==> config.mk <==
export PLATFORM = sky130hd
export DESIGN_NAME = dr_adder
export DESIGN_NICKNAME = d
export VERILOG_FILES = /design/src/rtl/dr_pkg.sv /design/src/rtl/dr_carry_cell.sv /design/src/rtl/dr_completion.sv /design/src/rtl/dr_sum.sv /design/src/rtl/dr_adder.sv
export SDC_FILE = /design/constraint.sdc
export NUM_CORES = 1
export LEC_CHECK = 0
export BUFFER_PORTS_ARGS = -buffer_cell sky130_fd_sc_hd__buf_4
export CAP_MARGIN = 20
export CORE_MARGIN = 10
export CORE_UTILIZATION = 50
export DETAILED_ROUTE_END_ITERATION = 10
export PLACE_DENSITY = 0.75
export SLEW_MARGIN = 20
export SYNTH_ARGS = -nofsm -noshare
export SYNTH_HDL_FRONTEND = slang
export SYNTH_SLANG_ARGS = --single-unit
==> constraint.sdc <==
create_clock -name clk -period 1.89 [get_ports clk]
set_clock_uncertainty 0.2 [all_clocks]
set_input_delay 0.378 -clock clk [delete_from_list [all_inputs] [get_ports clk]]
set_output_delay 0.378 -clock clk [all_outputs]
set_load 0.02 [all_outputs]
==> src/rtl/dr_pkg.sv <==
package dr_pkg;
    typedef struct packed {
        logic one;
        logic zero;
    } rail_t;

    localparam rail_t RAIL_NULL = '{one: 1'b0, zero: 1'b0};
endpackage

==> src/rtl/dr_carry_cell.sv <==
module dr_carry_cell
    import dr_pkg::*;
(
    input  logic  clk,
    input  logic  rst_n,
    input  logic  start,
    input  logic  ai,
    input  logic  bi,
    input  rail_t below,
    input  rail_t cur,
    output rail_t nxt
);
    logic  kill_w;
    logic  gen_w;
    logic  prop_w;
    rail_t eval_w;

    always_comb begin
        kill_w      = ~ai & ~bi;
        gen_w       = ai & bi;
        prop_w      = ai ^ bi;
        eval_w.one  = gen_w  | (prop_w & below.one);
        eval_w.zero = kill_w | (prop_w & below.zero);
        if (start) begin
            nxt.one  = cur.one  | eval_w.one;
            nxt.zero = cur.zero | eval_w.zero;
        end else begin
            nxt = RAIL_NULL;
        end
    end

    a_r4_no_illegal: assert property (@(posedge clk) disable iff (!rst_n)
        !(cur.one && cur.zero));

    a_r4_stays_resolved: assert property (@(posedge clk) disable iff (!rst_n)
        (start && (cur.one || cur.zero)) |=> (cur.one || cur.zero));
endmodule

==> src/rtl/dr_completion.sv <==
module dr_completion
    import dr_pkg::*;
#(
    parameter int NPOS = 9
) (
    input  rail_t [NPOS-1:0] rails,
    output logic             all_done,
    output logic             any_bad
);
    logic [NPOS-1:0] res_w;
    logic [NPOS-1:0] bad_w;

    always_comb begin
        for (int i = 0; i < NPOS; i++) begin
            res_w[i] = rails[i].one | rails[i].zero;
            bad_w[i] = rails[i].one & rails[i].zero;
        end
        all_done = &res_w;
        any_bad  = |bad_w;
    end
endmodule

==> src/rtl/dr_sum.sv <==
module dr_sum
    import dr_pkg::*;
#(
    parameter int WIDTH = 8
) (
    input  logic [WIDTH-1:0] op_a,
    input  logic [WIDTH-1:0] op_b,
    input  rail_t [WIDTH:0]  rails,
    output logic [WIDTH-1:0] sum,
    output logic             cout
);
    always_comb begin
        for (int i = 0; i < WIDTH; i++) begin
            sum[i] = op_a[i] ^ op_b[i] ^ rails[i].one;
        end
        cout = rails[WIDTH].one;
    end
endmodule

==> src/rtl/dr_adder.sv <==
module dr_adder
    import dr_pkg::*;
#(
    parameter int WIDTH = 8
) (
    input  logic             clk,
    input  logic             rst_n,
    input  logic             start,
    input  logic [WIDTH-1:0] a,
    input  logic [WIDTH-1:0] b,
    input  logic             cin,
    output logic [WIDTH-1:0] sum,
    output logic             cout,
    output logic             done,
    output logic             err
);
    localparam int NPOS = WIDTH + 1;

    typedef struct packed {
        rail_t [NPOS-1:0] car;
        logic [WIDTH-1:0] a;
        logic [WIDTH-1:0] b;
        logic             cin;
        logic             busy;
        logic             err;
    } state_t;

    state_t st_d, st_q;

    logic [WIDTH-1:0] sel_a;
    logic [WIDTH-1:0] sel_b;
    logic             sel_cin;
    rail_t [NPOS-1:0] car_nxt;
    logic             done_w;
    logic             bad_w;

    always_comb begin
        sel_a   = st_q.busy ? st_q.a   : a;
        sel_b   = st_q.busy ? st_q.b   : b;
        sel_cin = st_q.busy ? st_q.cin : cin;
    end

    dr_carry_cell u_cell0 (
        .clk   (clk),
        .rst_n (rst_n),
        .start (start),
        .ai    (sel_cin),
        .bi    (sel_cin),
        .below (RAIL_NULL),
        .cur   (st_q.car[0]),
        .nxt   (car_nxt[0])
    );

    for (genvar i = 0; i < WIDTH; i++) begin : g_chain
        dr_carry_cell u_cell (
            .clk   (clk),
            .rst_n (rst_n),
            .start (start),
            .ai    (sel_a[i]),
            .bi    (sel_b[i]),
            .below (st_q.car[i]),
            .cur   (st_q.car[i+1]),
            .nxt   (car_nxt[i+1])
        );
    end

    dr_completion #(.NPOS(NPOS)) u_comp (
        .rails    (st_q.car),
        .all_done (done_w),
        .any_bad  (bad_w)
    );

    dr_sum #(.WIDTH(WIDTH)) u_sum (
        .op_a  (st_q.a),
        .op_b  (st_q.b),
        .rails (st_q.car),
        .sum   (sum),
        .cout  (cout)
    );

    always_comb begin
        st_d      = st_q;
        st_d.car  = car_nxt;
        st_d.a    = sel_a;
        st_d.b    = sel_b;
        st_d.cin  = sel_cin;
        st_d.busy = start;
        st_d.err  = st_q.err | bad_w;
    end

    always_ff @(posedge clk or negedge rst_n) begin
        if (!rst_n) begin
            st_q <= '0;
        end else begin
            st_q <= st_d;
        end
    end

    assign done = done_w;
    assign err  = st_q.err;

    a_r2_idle_clear: assert property (@(posedge clk) disable iff (!rst_n)
        !start |=> !done);

    a_r6_result_hold: assert property (@(posedge clk) disable iff (!rst_n)
        (done && start) |=> (done && $stable(sum) && $stable(cout)));

    a_r7_done_drop: assert property (@(posedge clk) disable iff (!rst_n)
        (done && !start) |=> !done);

    a_r4_err_clear: assert property (@(posedge clk) disable iff (!rst_n)
        !err);
endmodule

==> metrics.cfg <==
[setup_path]
cp-end-kind=output pin
cp_slowest_stage_delay_ns=0.51
critPathKind=flip-flop to output pin
crit_family=simple AND/OR/NAND/NOR gates
r2r_start=st_q[1]
r2r_slack_ns=0.07
r2r-end=st_q[27]
rr_worst_depth=5
critPathBufInv=1
cp-start-kind=flip-flop
critPathArrivalTime_ns=1.56
cp_data_required_time_ns=1.31
crit_chain=o22ai_2 > or4_1 > nor2_1 > buf_4
crit_slowest_cell=or4_1
worst-path-max-fanout=2

[power]
powerDensity_mw_per_mm2=913.6
ir_drop_v=0.0006504
power_mw=2.190
p_leak_nw=1.167

[die]
coreArea_mm2=0.003442
ios=31
start_util_pct=53.36
design.die.area_mm2=0.006498
die_h_um=80.61
std_cell_rows=21
die_w_um=80.61

[min_path]
min_to=st_q[1]
hold_path_class=primary input to flip-flop
hold_path_startpoint=start
hold_depth=1

[grt]
grt_overflow=0
grt_util_all_layers_pct=12.84
grt_start_max_net_pins=38
antenna_found_initial=0
grt_pass1_wl_mm=6.686
grt_pass1_vias=1491

[placed_design]
hpwl_mm=3.082
routabilityCongestion=0.7826
numPortBuffers=30
placed_cell_area_mm2=0.002186
dpl.cell_count=237

[final_layout]
mostFrequentLayoutCells=39 x buf_4, 37 x dfrtp_1, 17 x inv_1
diodes=0
final_common_cell=buf_4
fin_area_mm2=0.002397
layoutNonFillerInstCount=247
fill_cells=266
post-route-util_pct=69.65
drive_gt1_share_pct=30.85
area_growth_pct=30.52
fin_nets=237

[logic_synthesis]
synth_compound_area_share_pct=10.76
ys_seq_elements=37
synth_xor_area_share_pct=7.629
syn-num-nets=189
yosys_warnings=0
synth-adder-area-share_pct=10.90
synth_cell_types=21
yosys.area_share.simple_pct=6.608
synth_top_family_by_area=adder cells
ys_seq_area_share_pct=50.41
synthMuxAreaShare_pct=9.332
syn_avg_cell_area_um2=12.00
synthCells=153
synth_area_mm2=0.001837

[timing]
relSlewSlack_pct=68.65
setup_violations=1
worst_slack_ns=-0.2440
grt_setup_unrepaired=yes
fin_crit_ns=2.134
finalHoldViolCount=0
maxSlewViolCount=0
fmax_mhz=468.6
tns_ns=-0.2440
finalCritPeriodShare_pct=112.9
tightest_slew_ns=0.4702

[status]
status=finished with violations
violations=negative setup slack

[clocking]
clkTransAtPathRegs_ns=0.07
cts_sinks=37
htree_levels=2
clock_latency_ns=0.28
ctsRootBufferMaster=clkbuf_8
cts_tree=yes
clockBufferDepth=2
cts-buffers-inserted=5

[detailed_routing]
first_iter_violations=77
drtAntennaViolNets=0
drt-total-wl_mm=3.994
viasPerCell=5.283
drt-wirelength-per-cell_um=16.17
vias=1305
drtPass1Iterations=3
drc=0

[run]
maxCapViolCount=0

-- repair_timing --
item	CTS	global route
buffers inserted	2	1
pin swaps	0	3
gates resized for setup	2	15
hold buffers	1	0
setup endpoints to repair	2	9
hold endpoints to repair	37	0
-- worst max-delay path by stage --
| stage | start | end | slack (ns) | cells past startpoint |
|---|---|---|---|---|
| global route | st_q[22] | done | -0.27 | 4 |
| global placement | st_q[27] | done | 0.13 | 4 |
| floorplan | st_q[34] | done | 0.05 | 3 |
| finish | st_q[21] | done | -0.24 | 4 |
| CTS | st_q[21] | done | -0.23 | 4 |
| detailed placement | st_q[21] | done | 0.07 | 4 |
-- per-layer routing --
layer	vias up	wire, um	global-route usage [%]
li1	622	-	-
met1	650	1698	14.36
met2	24	2019	22.13
met3	9	202	4.120
met4	0	74	4.754
met5	-	0	0
-- report_power, final --
group / leakage, nW / internal, mW / switching [mW]
sequential: 0.449 / 0.879 / 0.0816
combinational: 0.674 / 0.349 / 0.333
clock: 0.0443 / 0.289 / 0.258
total: 1.17 / 1.52 / 0.673
-- cell usage after synthesis --
cell / count / share of area, %
dfrtp_1: 37 / 50
inv_1: 17 / 3.5
a211oi_1: 16 / 6.5
ha_1: 16 / 11
mux2i_1: 16 / 8.7
nor2b_1: 16 / 5.4
xnor2_1: 16 / 7.6
o22ai_1: 4 / 1.4
a22oi_1: 2 / 0.82
nor2_1: 2 / 0.41
a21boi_0: 1 / 0.41
a21oi_1: 1 / 0.27
a221oi_1: 1 / 0.48
a22o_1: 1 / 0.48
buf_2: 1 / 0.27
buf_4: 1 / 0.41
clkbuf_1: 1 / 0.20
mux2_2: 1 / 0.61
nand4_1: 1 / 0.34
o21a_1: 1 / 0.41
or4_1: 1 / 0.41
-- state kept, by name, indices dropped and copies added, names as in the netlist --
| name | cells |
|---|---|
| err | 1 |
| st_q | 36 |
-- metrics by stage --
| step | setup slack [ns] | hold WS (ns) |
|---|---|---|
| 4_1_cts | -0.2342 | 0.1210 |
| 5_1_grt | -0.2668 | 0.1269 |
| 6_report | -0.2440 | 0.1295 |
| 2_1_floorplan | 0.05215 | -0.1176 |
| 3_5_place_dp | 0.07136 | 0.1679 |
| 3_3_place_gp | 0.1333 | 0.1590 |
-- area by class of cell --
| cell class | instances | area (um^2) | share of cell area, % |
|---|---|---|---|
| flip-flops and latches | 37 | 925.9 | 38.62 |
| multi-input cells | 96 | 915.9 | 38.20 |
| repair buffers | 44 | 347.8 | 14.51 |
| clock buffers | 7 | 86.33 | 3.601 |
| inverters | 17 | 63.81 | 2.662 |
| well taps | 46 | 57.56 | 2.401 |
-- logic make-up (layout without fill, tap and decap cells) --
| kind of cell | Yosys count | count (layout) |
|---|---|---|
| AOI/OAI and AO/OA | 27 | 27 |
| xor gates and xnor gates | 16 | 16 |
| adders and majority gates | 16 | 16 |
| buffers and inverters | 20 | 68 |
| DFF | 37 | 37 |
| muxes | 17 | 17 |
| and+or+nand+nor | 20 | 20 |
Note: power is estimated with default switching activity, not from simulation.
